$ cat src/rtl/ctlrx_pkg.sv
package ctlrx_pkg;

   typedef enum logic [1:0] {
      RX_IDLE  = 2'd0,
      RX_START = 2'd1,
      RX_DATA  = 2'd2,
      RX_STOP  = 2'd3
   } rx_state_t;

   // bit positions inside the mode register (register 0)
   localparam int MB_ACC    = 0;
   localparam int MB_CUT_LO = 1;
   localparam int MB_CUT_HI = 2;
   localparam int MB_EXTCLK = 3;
   localparam int MB_AGCOFF = 4;
   localparam int MB_SEARCH = 5;
   localparam int MODE_BITS = 6;

endpackage

$ cat src/rtl/ctlrx_srcsel.sv
module ctlrx_srcsel #(
   parameter int BIT_CYC     = 32,
   parameter int SLOT_POS    = 3,
   parameter int HOLD_CYC    = 384,
   parameter int SYNC_STAGES = 2
) (
   input  logic clk,
   input  logic rst_n,
   input  logic ctl_pin,
   input  logic rec_data,
   input  logic rec_frame,
   output logic line,
   output logic emb_mode
);
   localparam int POS_W  = $clog2(BIT_CYC);
   localparam int HOLD_W = $clog2(HOLD_CYC + 1);

   generate
      if (SYNC_STAGES < 2) begin : g_bad_sync
         $error("ctlrx_srcsel: SYNC_STAGES must be at least 2");
      end
      if ((1 << POS_W) != BIT_CYC) begin : g_bad_bitcyc
         $error("ctlrx_srcsel: BIT_CYC must be a power of two");
      end
      if (SLOT_POS >= BIT_CYC) begin : g_bad_slot
         $error("ctlrx_srcsel: SLOT_POS outside the frame");
      end
   endgenerate

   logic [SYNC_STAGES-1:0] sync_q;
   logic                   pin_s;
   logic [HOLD_W-1:0]      low_cnt;
   logic                   emb_q;
   logic [POS_W-1:0]       fpos;
   logic [POS_W-1:0]       cur_pos;
   logic                   emb_line;

   assign pin_s = sync_q[SYNC_STAGES-1];

   always_ff @(posedge clk) begin
      if (!rst_n) sync_q <= '1;
      else        sync_q <= {sync_q[SYNC_STAGES-2:0], ctl_pin};
   end

   // hold-low detector choosing the embedded source
   always_ff @(posedge clk) begin
      if (!rst_n) begin
         low_cnt <= '0;
         emb_q   <= 1'b0;
      end else if (pin_s) begin
         low_cnt <= '0;
         emb_q   <= 1'b0;
      end else begin
         if (low_cnt != HOLD_W'(HOLD_CYC)) low_cnt <= low_cnt + 1'b1;
         if (low_cnt == HOLD_W'(HOLD_CYC - 1)) emb_q <= 1'b1;
      end
   end

   // frame position tracker and slot capture
   assign cur_pos = rec_frame ? '0 : fpos;

   always_ff @(posedge clk) begin
      if (!rst_n) begin
         fpos     <= '0;
         emb_line <= 1'b1;
      end else begin
         fpos <= cur_pos + 1'b1;
         if (cur_pos == POS_W'(SLOT_POS)) emb_line <= rec_data;
      end
   end

   assign emb_mode = emb_q;
   assign line     = emb_q ? emb_line : pin_s;

   assert_emb_exit_R6: assert property (@(posedge clk) disable iff (!rst_n)
      (emb_q && pin_s) |=> !emb_q)
      else $error("embedded mode kept after pin went high");

endmodule

$ cat src/rtl/ctlrx_framer.sv
module ctlrx_framer
   import ctlrx_pkg::*;
#(
   parameter int BIT_CYC   = 32,
   parameter int INIT_BITS = 10,
   parameter int PAY_W     = 8
) (
   input  logic             clk,
   input  logic             rst_n,
   input  logic             line,
   output logic             commit,
   output logic [PAY_W-1:0] payload
);
   localparam int HALF     = BIT_CYC / 2;
   localparam int INIT_CYC = BIT_CYC * INIT_BITS;
   localparam int PH_W     = $clog2(BIT_CYC);
   localparam int IDX_W    = $clog2(PAY_W + 1);
   localparam int INIT_W   = $clog2(INIT_CYC + 1);

   generate
      if (BIT_CYC < 4) begin : g_bad_bit
         $error("ctlrx_framer: BIT_CYC too small");
      end
      if (INIT_BITS < 1) begin : g_bad_init
         $error("ctlrx_framer: INIT_BITS must be positive");
      end
   endgenerate

   rx_state_t          state;
   logic               line_d;
   logic [INIT_W-1:0]  ok_cnt;
   logic               armed;
   logic [PH_W-1:0]    phase;
   logic [IDX_W-1:0]   idx;
   logic [PAY_W-1:0]   shreg;
   logic               commit_q;
   logic               mid;

   assign mid = (phase == PH_W'(HALF - 1));

   always_ff @(posedge clk) begin
      if (!rst_n) begin
         line_d   <= 1'b1;
         ok_cnt   <= '0;
         armed    <= 1'b0;
         state    <= RX_IDLE;
         phase    <= '0;
         idx      <= '0;
         shreg    <= '0;
         commit_q <= 1'b0;
      end else begin
         line_d   <= line;
         commit_q <= 1'b0;

         // power-up initialisation: a run of high level
         if (!armed) begin
            if (!line) ok_cnt <= '0;
            else if (ok_cnt == INIT_W'(INIT_CYC - 1)) armed <= 1'b1;
            else ok_cnt <= ok_cnt + 1'b1;
         end

         if (state != RX_IDLE)
            phase <= (phase == PH_W'(BIT_CYC - 1)) ? '0 : phase + 1'b1;

         case (state)
            RX_IDLE: begin
               if (armed && line_d && !line) begin
                  state <= RX_START;
                  phase <= '0;
               end
            end
            RX_START: begin
               if (mid) begin
                  if (line) state <= RX_IDLE;
                  else begin
                     state <= RX_DATA;
                     idx   <= '0;
                  end
               end
            end
            RX_DATA: begin
               if (mid) begin
                  shreg <= {line, shreg[PAY_W-1:1]};
                  if (idx == IDX_W'(PAY_W - 1)) state <= RX_STOP;
                  else idx <= idx + 1'b1;
               end
            end
            RX_STOP: begin
               if (mid) begin
                  state <= RX_IDLE;
                  if (line) commit_q <= 1'b1;
               end
            end
            default: state <= RX_IDLE;
         endcase
      end
   end

   assign commit  = commit_q;
   assign payload = shreg;

   assert_idle_until_armed_R3: assert property (@(posedge clk) disable iff (!rst_n)
      !armed |-> (state == RX_IDLE))
      else $error("receiver left idle before initialisation");

   assert_commit_armed_R3: assert property (@(posedge clk) disable iff (!rst_n)
      commit_q |-> armed)
      else $error("byte committed while not armed");

   assert_commit_single_R1: assert property (@(posedge clk) disable iff (!rst_n)
      commit_q |=> !commit_q)
      else $error("back-to-back commits");

endmodule

$ cat src/rtl/ctlrx_regbank.sv
module ctlrx_regbank #(
   parameter int N_REGS = 4,
   parameter int PAY_W  = 8,
   parameter int ID_W   = 2,
   parameter int VAL_W  = 6,
   parameter logic [VAL_W-1:0] RST_REG0 = '0
) (
   input  logic                    clk,
   input  logic                    rst_n,
   input  logic                    commit,
   input  logic [PAY_W-1:0]        payload,
   output logic [N_REGS*VAL_W-1:0] regs
);
   generate
      if (ID_W + VAL_W != PAY_W) begin : g_bad_split
         $error("ctlrx_regbank: selector and value must fill the payload");
      end
      if ((1 << ID_W) < N_REGS) begin : g_bad_id
         $error("ctlrx_regbank: selector too narrow for N_REGS");
      end
   endgenerate

   logic [N_REGS-1:0] wr;

   genvar gi;
   generate
      for (gi = 0; gi < N_REGS; gi++) begin : g_reg
         logic [VAL_W-1:0] r;
         assign wr[gi] = commit && (payload[ID_W-1:0] == ID_W'(gi));
         always_ff @(posedge clk) begin
            if (!rst_n)      r <= (gi == 0) ? RST_REG0 : '0;
            else if (wr[gi]) r <= payload[PAY_W-1:ID_W];
         end
         assign regs[gi*VAL_W +: VAL_W] = r;
      end
   endgenerate

   assert_single_target_R5: assert property (@(posedge clk) disable iff (!rst_n)
      $onehot0(wr))
      else $error("more than one register written");

   assert_hold_without_commit_R4: assert property (@(posedge clk) disable iff (!rst_n)
      !commit |=> $stable(regs))
      else $error("register changed without a valid byte");

endmodule

$ cat src/rtl/ctlrx_modedec.sv
module ctlrx_modedec
   import ctlrx_pkg::*;
#(
   parameter int VAL_W = 6
) (
   input  logic [VAL_W-1:0] mode,
   output logic             acc_mode,
   output logic             agc_en,
   output logic             fecr_hi,
   output logic             extclk_sel,
   output logic             search_en,
   output logic [1:0]       cutoff_sel
);
   generate
      if (VAL_W < MODE_BITS) begin : g_bad_mode
         $error("ctlrx_modedec: mode register narrower than its fields");
      end
   endgenerate

   always_comb begin
      acc_mode   = mode[MB_ACC];
      cutoff_sel = {mode[MB_CUT_HI], mode[MB_CUT_LO]};
      extclk_sel = mode[MB_EXTCLK];
      fecr_hi    = mode[MB_AGCOFF];
      agc_en     = !mode[MB_ACC] && !mode[MB_AGCOFF];
      // external clock selection overrides the search detector
      search_en  = mode[MB_SEARCH] && !mode[MB_EXTCLK];
   end

   always_comb begin
      assert_no_search_with_extclk_R8: assert (!(search_en && extclk_sel))
         else $error("search detector enabled together with external clock");
   end

endmodule

$ cat src/rtl/ctlword_rx.sv
module ctlword_rx
   import ctlrx_pkg::*;
#(
   parameter int BIT_CYC     = 32,
   parameter int INIT_BITS   = 10,
   parameter int HOLD_BITS   = 12,
   parameter int SLOT_POS    = 3,
   parameter int SYNC_STAGES = 2,
   parameter int N_REGS      = 4,
   parameter int PAY_W       = 8
) (
   input  logic                                          clk,
   input  logic                                          rst_n,
   input  logic                                          ctl_pin,
   input  logic                                          rec_data,
   input  logic                                          rec_frame,
   output logic [N_REGS*(PAY_W-$clog2(N_REGS))-1:0]      cfg_regs,
   output logic                                          acc_mode,
   output logic                                          agc_en,
   output logic                                          fecr_hi,
   output logic                                          extclk_sel,
   output logic                                          search_en,
   output logic [1:0]                                    cutoff_sel
);
   localparam int ID_W     = $clog2(N_REGS);
   localparam int VAL_W    = PAY_W - ID_W;
   localparam int HOLD_CYC = BIT_CYC * HOLD_BITS;
   localparam logic [VAL_W-1:0] STBY_MODE =
      VAL_W'((1 << MB_CUT_LO) | (1 << MB_CUT_HI));

   generate
      if (HOLD_BITS <= PAY_W + 1) begin : g_bad_hold
         $error("ctlword_rx: hold-low threshold must exceed a zero byte");
      end
   endgenerate

   logic             line;
   logic             emb_mode;
   logic             commit;
   logic [PAY_W-1:0] payload;

   ctlrx_srcsel #(
      .BIT_CYC(BIT_CYC), .SLOT_POS(SLOT_POS),
      .HOLD_CYC(HOLD_CYC), .SYNC_STAGES(SYNC_STAGES)
   ) u_src (
      .clk(clk), .rst_n(rst_n), .ctl_pin(ctl_pin), .rec_data(rec_data),
      .rec_frame(rec_frame), .line(line), .emb_mode(emb_mode)
   );

   ctlrx_framer #(
      .BIT_CYC(BIT_CYC), .INIT_BITS(INIT_BITS), .PAY_W(PAY_W)
   ) u_frm (
      .clk(clk), .rst_n(rst_n), .line(line),
      .commit(commit), .payload(payload)
   );

   ctlrx_regbank #(
      .N_REGS(N_REGS), .PAY_W(PAY_W), .ID_W(ID_W), .VAL_W(VAL_W),
      .RST_REG0(STBY_MODE)
   ) u_bank (
      .clk(clk), .rst_n(rst_n), .commit(commit), .payload(payload),
      .regs(cfg_regs)
   );

   ctlrx_modedec #(.VAL_W(VAL_W)) u_dec (
      .mode(cfg_regs[VAL_W-1:0]),
      .acc_mode(acc_mode), .agc_en(agc_en), .fecr_hi(fecr_hi),
      .extclk_sel(extclk_sel), .search_en(search_en), .cutoff_sel(cutoff_sel)
   );

   assert_line_high_in_emb_entry_R6: assert property (@(posedge clk) disable iff (!rst_n)
      $rose(emb_mode) |-> !commit)
      else $error("commit coincided with source switch");

endmodule

$ cat config.mk
export PLATFORM = sky130hd
export DESIGN_NAME = ctlword_rx
export DESIGN_NICKNAME = d
export VERILOG_FILES = /design/src/rtl/ctlrx_pkg.sv /design/src/rtl/ctlrx_srcsel.sv /design/src/rtl/ctlrx_framer.sv /design/src/rtl/ctlrx_regbank.sv /design/src/rtl/ctlrx_modedec.sv /design/src/rtl/ctlword_rx.sv
export SDC_FILE = /design/constraint.sdc
export NUM_CORES = 1
export LEC_CHECK = 0
export BUFFER_PORTS_ARGS = -buffer_cell sky130_fd_sc_hd__buf_2
export CAP_MARGIN = 20
export CELL_PAD_IN_SITES_DETAIL_PLACEMENT = 0
export CELL_PAD_IN_SITES_GLOBAL_PLACEMENT = 1
export CORE_ASPECT_RATIO = 0.9
export CORE_MARGIN = 3
export CORE_UTILIZATION = 44
export DETAILED_ROUTE_END_ITERATION = 10
export HOLD_SLACK_MARGIN = 0.1
export PLACE_DENSITY_LB_ADDON = 0.1
export SETUP_SLACK_MARGIN = 0.5
export SYNTH_ARGS = -nofsm -noshare
export SYNTH_HDL_FRONTEND = slang
export SYNTH_SLANG_ARGS = --single-unit
$ cat constraint.sdc
create_clock -name clk -period 2.9 [get_ports clk]
set_input_delay 0.435 -clock clk [delete_from_list [all_inputs] [get_ports clk]]
set_output_delay 0.435 -clock clk [all_outputs]
set_load 0.1 [all_outputs]
### After elaboration in Yosys (flattened, before gate mapping)

Cells that the tools add are included.

| storage, ports and cells | value |
|---|---|
| register bits after elaboration | 73 |
| bits of input ports | 5 |
| output and inout port bits | 31 |
| word-level logic and storage cells | 91 |

| operators by class | value |
|---|---|
| add/sub/neg operators | 5 |
| eq/ne operators | 21 |
| mux-type cells | 24 |
| bitwise logic cells | 2 |
| reduce and logical (&&, ||, !) cells | 22 |

Operator list:

| cell | number |
|---|---|
| 2-to-1 mux 5 bit | 5 |
| adder 9 x 1 -> 9 bit, second input constant | 2 |
| equality test 9 bit, second input constant | 2 |
| 2-to-1 mux 9 bit | 2 |
| 2-to-1 mux 4 bit | 4 |
| 2-to-1 mux 2 bit | 6 |
| adder 5 x 1 -> 5 bit, second input constant | 2 |
| != test 2 x 1 -> 1 bit, second input constant | 5 |
| AND reduction 5 bit | 2 |
| != test 9 bit, second input constant | 1 |
| equality test 2 bit, second input constant | 4 |
| logical AND 1 bit | 8 |
| one-hot mux 2 bit (4 select lines) | 1 |
| one-hot mux 4 bit (2 select lines) | 1 |
| != test 2 bit, second input constant | 3 |
| equality test 5 x 2 -> 1 bit, second input constant | 1 |
| equality test 5 x 4 -> 1 bit, second input constant | 1 |
| equality test 5 bit, second input constant | 1 |
| 2-to-1 mux 1 bit | 5 |
| adder 4 x 1 -> 4 bit, second input constant | 1 |
| equality test 2 x 1 -> 1 bit, second input constant | 2 |
| equality test 4 x 3 -> 1 bit, second input constant | 1 |
| zero test 1 bit | 4 |
| zero test 2 bit | 2 |
| 5 further kinds | 8 |

### Logic depth before layout (Yosys ltp)

| depth | value |
|---|---|
| depth after elaboration | 5 |
| mapped depth | 7 |
| depth with buffers taken out | 7 |

### By module

Synthesis repeated with hierarchy kept, for this count alone.

| second synthesis, totals | value |
|---|---|
| cell total of the unflattened synthesis | 357 |
| area, all modules | 3281.9 µm² |

By module, submodules not included:

| module | times used | cells each | area an instance (µm²) |
|---|---|---|---|
| ctlrx_framer | 1 | 175 | 1470.2 |
| ctlrx_regbank | 1 | 89 | 954.7 |
| ctlrx_srcsel | 1 | 86 | 802.0 |
| ctlrx_modedec | 1 | 7 | 55.1 |

### Worst setup path after synthesis

No wires, ideal clock.

| timing | value |
|---|---|
| path type | register to output |
| start | register u_bank.g_reg[0].r[5] |
| end | output search_en |
| arrival | 2.391 ns |
| data required time | 2.465 ns |
| slack | 0.074 ns |
| stages on the path, launching flop included | 2 |
| buffers on the path | 0 |
| cell sequence | dfxtp_1 > nor2b_1 |

| between the ends | value |
|---|---|
| word-level cells in the longest chain between the ends | 1 |

Ends and longest elaborated chain:

| item | RTL line | RTL |
|---|---|---|
| start, declared | ctlrx_regbank.sv:28 | `logic [VAL_W-1:0] r;` |
| start signal, assigned | ctlrx_regbank.sv:31 | `if (!rst_n) r <= (gi == 0) ? RST_REG0 : '0;` |
| start signal, assigned | ctlrx_regbank.sv:32 | `else if (wr[gi]) r <= payload[PAY_W-1:ID_W];` |
| logical AND 1 bit | ctlrx_modedec.sv:27 | `search_en = mode[MB_SEARCH] && !mode[MB_EXTCLK];` |
| end, declared | ctlword_rx.sv:22 | `output logic search_en,` |

Every way passes these cells.

### Worst setup path after layout

| timing | value |
|---|---|
| start | register u_frm.phase[0] |
| end | register u_frm.idx[0] |

| between the ends | value |
|---|---|
| word-level cells in the longest chain between the ends | 3 |
| elaborated cells between the ends (all ways) | 4 |
| those cells by class | eq/ne: 3; reduce/logical: 1 |

Ends and longest elaborated chain:

| item | RTL line | RTL |
|---|---|---|
| start, declared | ctlrx_framer.sv:33 | `logic [PH_W-1:0] phase;` |
| start signal, assigned | ctlrx_framer.sv:63 | `phase <= (phase == PH_W'(BIT_CYC - 1)) ? '0 : phase + 1'b1;` |
| equality test 5 x 4 -> 1 bit * | ctlrx_framer.sv:39 | `assign mid = (phase == PH_W'(HALF - 1));` |
| != test 2 x 1 -> 1 bit (no line) | -- |  |
| AND reduction 5 bit (no line) * | -- |  |
| end signal, assigned | ctlrx_framer.sv:85 | `else idx <= idx + 1'b1;` |
| end, declared | ctlrx_framer.sv:34 | `logic [IDX_W-1:0] idx;` |

Mark *: on every way between the ends. The rest lies on a longest branch, timed or not.
A chain may end at the register's enable or synchronous reset.

==> impl_metrics.tcl <==
set metrics [dict create \
    status "complete, no violations" \
    netlist_top_cells_count "dfxtp_1 (73), nor2_1 (56), mux2i_1 (30), nand2_1 (30), a21oi_1 (17)" \
    cts_resized 0 \
    grt_pass1_wl_mm 10.5 \
    core_um2 6760 \
    overflow 0 \
    rsz0062_at_grt "no" \
    crit_path_start_kind "flop" \
    grtUsageTotal 0.160 \
    ys_types 44 \
    insertion_delay_ns 0.34 \
    r2r_slack_ns 0.68 \
    r2r_cells 7 \
    hold_end "u_src.sync_q[0]" \
    setup_tns_ns 0 \
    drtPass1Iterations 5 \
    maxCapViolations 0 \
    dieArea_um2 8230 \
    clk_pin_slew_worst_paths_ns 0.07 \
    synth_nets 360 \
    finalCritPeriodShare 0.764 \
    post-place-ws_ns 0.614 \
    yosysSeqAreaShare 0.463 \
    clockRootBuffer "clkbuf_8" \
    max_freq_mhz 451 \
    worstSetupPathType "flop to flop" \
    ctsLongestPathBuffers 2 \
    cts_made_buffers 9 \
    routed_wl_mm 5.97 \
    p_per_area_nw_per_um2 523 \
    p_leak_nw 1.52 \
    cts_sinks 73 \
    avgSynthCellArea_um2 9.21 \
    synth_edf_count 0 \
    finalCoreUtilization 0.532 \
    netlist_area_um2 3160 \
    ys_ff_latch 73 \
    reg2reg_from "u_frm.phase[0]" \
    cts_tree "yes" \
    synthFlopType "dfxtp_1" \
    drt_drc_violations_left 0 \
    fin_crit_ns 2.22 \
    worstPathRequired_ns 3.16 \
    areaGrowthSynthToFinish_pct 14.0 \
    drt_iter0_drc 63 \
    postSynthCellCount 343 \
    finalHoldViolCount 0 \
    antenna_found_initial 0 \
    wire_per_inst_um 12.6 \
    hpwl_mm 4.13 \
    min_from "ctl_pin" \
    switching_power_mw 0.442 \
    ys_top_cells_by_area "dfxtp_1 (46%), mux2i_1 (9.5%), nor2_1 (6.7%)" \
    worstHoldPathCells 2 \
    num_rows 28 \
    synth_most_common_cell "dfxtp_1" \
    htreeDepth 3 \
    tightestPinTransition_ns 0.663 \
    io_pins 36 \
    whs_ns 0.275 \
    setup_slack_ns 0.683 \
    synth.top_cell.area_share 0.463 \
    critPathCaptureType "flop" \
    vias_per_cell 5.00 \
    num_vias 2363 \
    maxSlewHeadroom 0.556 \
    start_util 0.467 \
    p_sw_frac 0.235 \
    skew_ns 0.0115 \
    io_buffers 35 \
    vdd_drop_max_uv 314 \
    antenna_cells 0 \
    holdCritPathClass "primary input to flop" \
    synthArstFlopShare 0 \
    r2r-end "u_frm.idx[0]" \
    arrival_ns 2.48 \
    first_global_vias 2215 \
    die_h_um 86.4 \
    nFillCells 670 \
    p_int_mw 1.44 \
    grt_max_degree 39 \
    dpl_cell_area_um2 3390 \
    p_seq_frac 0.544 \
    synth_warnings 0 \
    die_w_um 95.3 \
    drive_above_1_share 0.164 \
    gp_congestion 0.747 \
    p_comb_frac 0.042 \
    crit_fanout 8 \
    fin_area_um2 3600 \
    maxSlewViolCount 0 \
    finalNetCount 395 \
    synth_top_cell_by_area "dfxtp_1" \
    ant_nets 0 \
    finalSetupViolCount 0 \
    clkPwrFrac 0.415 \
]
==> logic make-up after synthesis <==
group	Yosys count	share of synthesized area
xor gates and xnor gates	11	0.0305
DFF	73	0.463
buffers and inverters	24	0.0345
and+or+nand+nor	150	0.236
muxes	32	0.106
AOI/OAI and AO/OA	41	0.0828
adders and majority gates	12	0.0475
==> power groups by stage <==
stage                     clock network, mW  logic (mW)  registers, mW
final                                 0.781      0.0786           1.02
after global routing                  0.851      0.0911           1.03
after CTS                             0.816      0.0760           1.02
after detailed placement                  0      0.0759           1.05
after global placement                    0      0.0756           1.05
after floorplan                           0      0.0580           1.04
==> sequential cells by signal, summed over array words and instances, names as in the netlist, named ones only <==
signal / count
u_frm.commit: 1
u_frm.phase: 5
u_src.emb_mode: 1
u_frm.ok_cnt: 9
u_frm.armed: 1
u_src.low_cnt: 9
u_src.fpos: 5
u_src.sync_q: 2
u_frm.line_d: 1
u_bank.g.r: 24
u_src.emb_line: 1
u_frm.payload: 8
u_frm.state: 1
u_frm.idx: 4
==> worst max-delay path, stage by stage (launching register included) <==
cell and delay (ns):
dfxtp_1 0.35, ha_1 0.24, and3_1 0.21, ha_1 0.27, and3b_1 0.24, a221oi_4 0.31
or4b_1 0.45, o21ai_0 0.08
==> worst max path at each step <==
stage                              start           end  slack, ns  depth (start not counted)
global route              u_frm.phase[0]  u_frm.idx[0]       0.55                          7
global placement          u_frm.phase[0]  u_frm.idx[0]       0.66                          7
CTS                       u_frm.phase[0]  u_frm.idx[0]       0.61                          7
detailed placement        u_frm.phase[0]  u_frm.idx[0]       0.61                          7
floorplan           u_bank.g_reg[0].r[5]     search_en       0.54                          1
finish                    u_frm.phase[0]  u_frm.idx[0]       0.68                          7
==> metal layers <==
layer,routed length [um],global-route usage,up-vias
li1,-,-,1243
met2,2540,0.240,32
met1,3110,0.221,1083
met3,267,0.0469,5
met4,53,0.0511,0
met5,0,0,-
==> stage by stage <==
step                cells  power (mW)
detailed placement    455        1.12
finish                473        1.88
floorplan             343        1.10
global route          473        1.97
global placement      455        1.12
CTS                   471        1.92
==> cell type report <==
| type | count | area, um2 | area share |
|---|---|---|---|
| tap | 90 | 113 | 0.0313 |
| multi-input combinational | 246 | 1590 | 0.442 |
| clock inverter | 7 | 70.1 | 0.0195 |
| inverter | 9 | 33.8 | 0.00938 |
| timing repair buffer | 39 | 205 | 0.0570 |
| sequential | 73 | 1460 | 0.406 |
| clock buffer | 9 | 124 | 0.0344 |
==> layout by cell type (no fill, tap or decap), types with 5 or more instances in the layout <==
cell type / netlist / layout
nand2b_1: 8 / 8
nor2_1: 56 / 55
mux2i_1: 30 / 30
nand2_1: 30 / 30
or3_1: 5 / 5
o21ai_0: 9 / 9
clkbuf_8: 0 / 9
ha_1: 12 / 12
buf_2: 0 / 35
a21oi_1: 17 / 17
xnor2_1: 7 / 7
nand3_1: 12 / 12
nor2b_1: 6 / 5
nor3_1: 9 / 9
dfxtp_1: 73 / 73
inv_1: 9 / 9
nand3b_1: 6 / 6
==> timing repair <==
item | 4_1_cts | 5_1_grt
hold buffers | 0 | 0
endpoints found under the setup margin | 0 | 1
setup buffers | 0 | 2
Note: power is estimated with default switching activity, not from simulation.
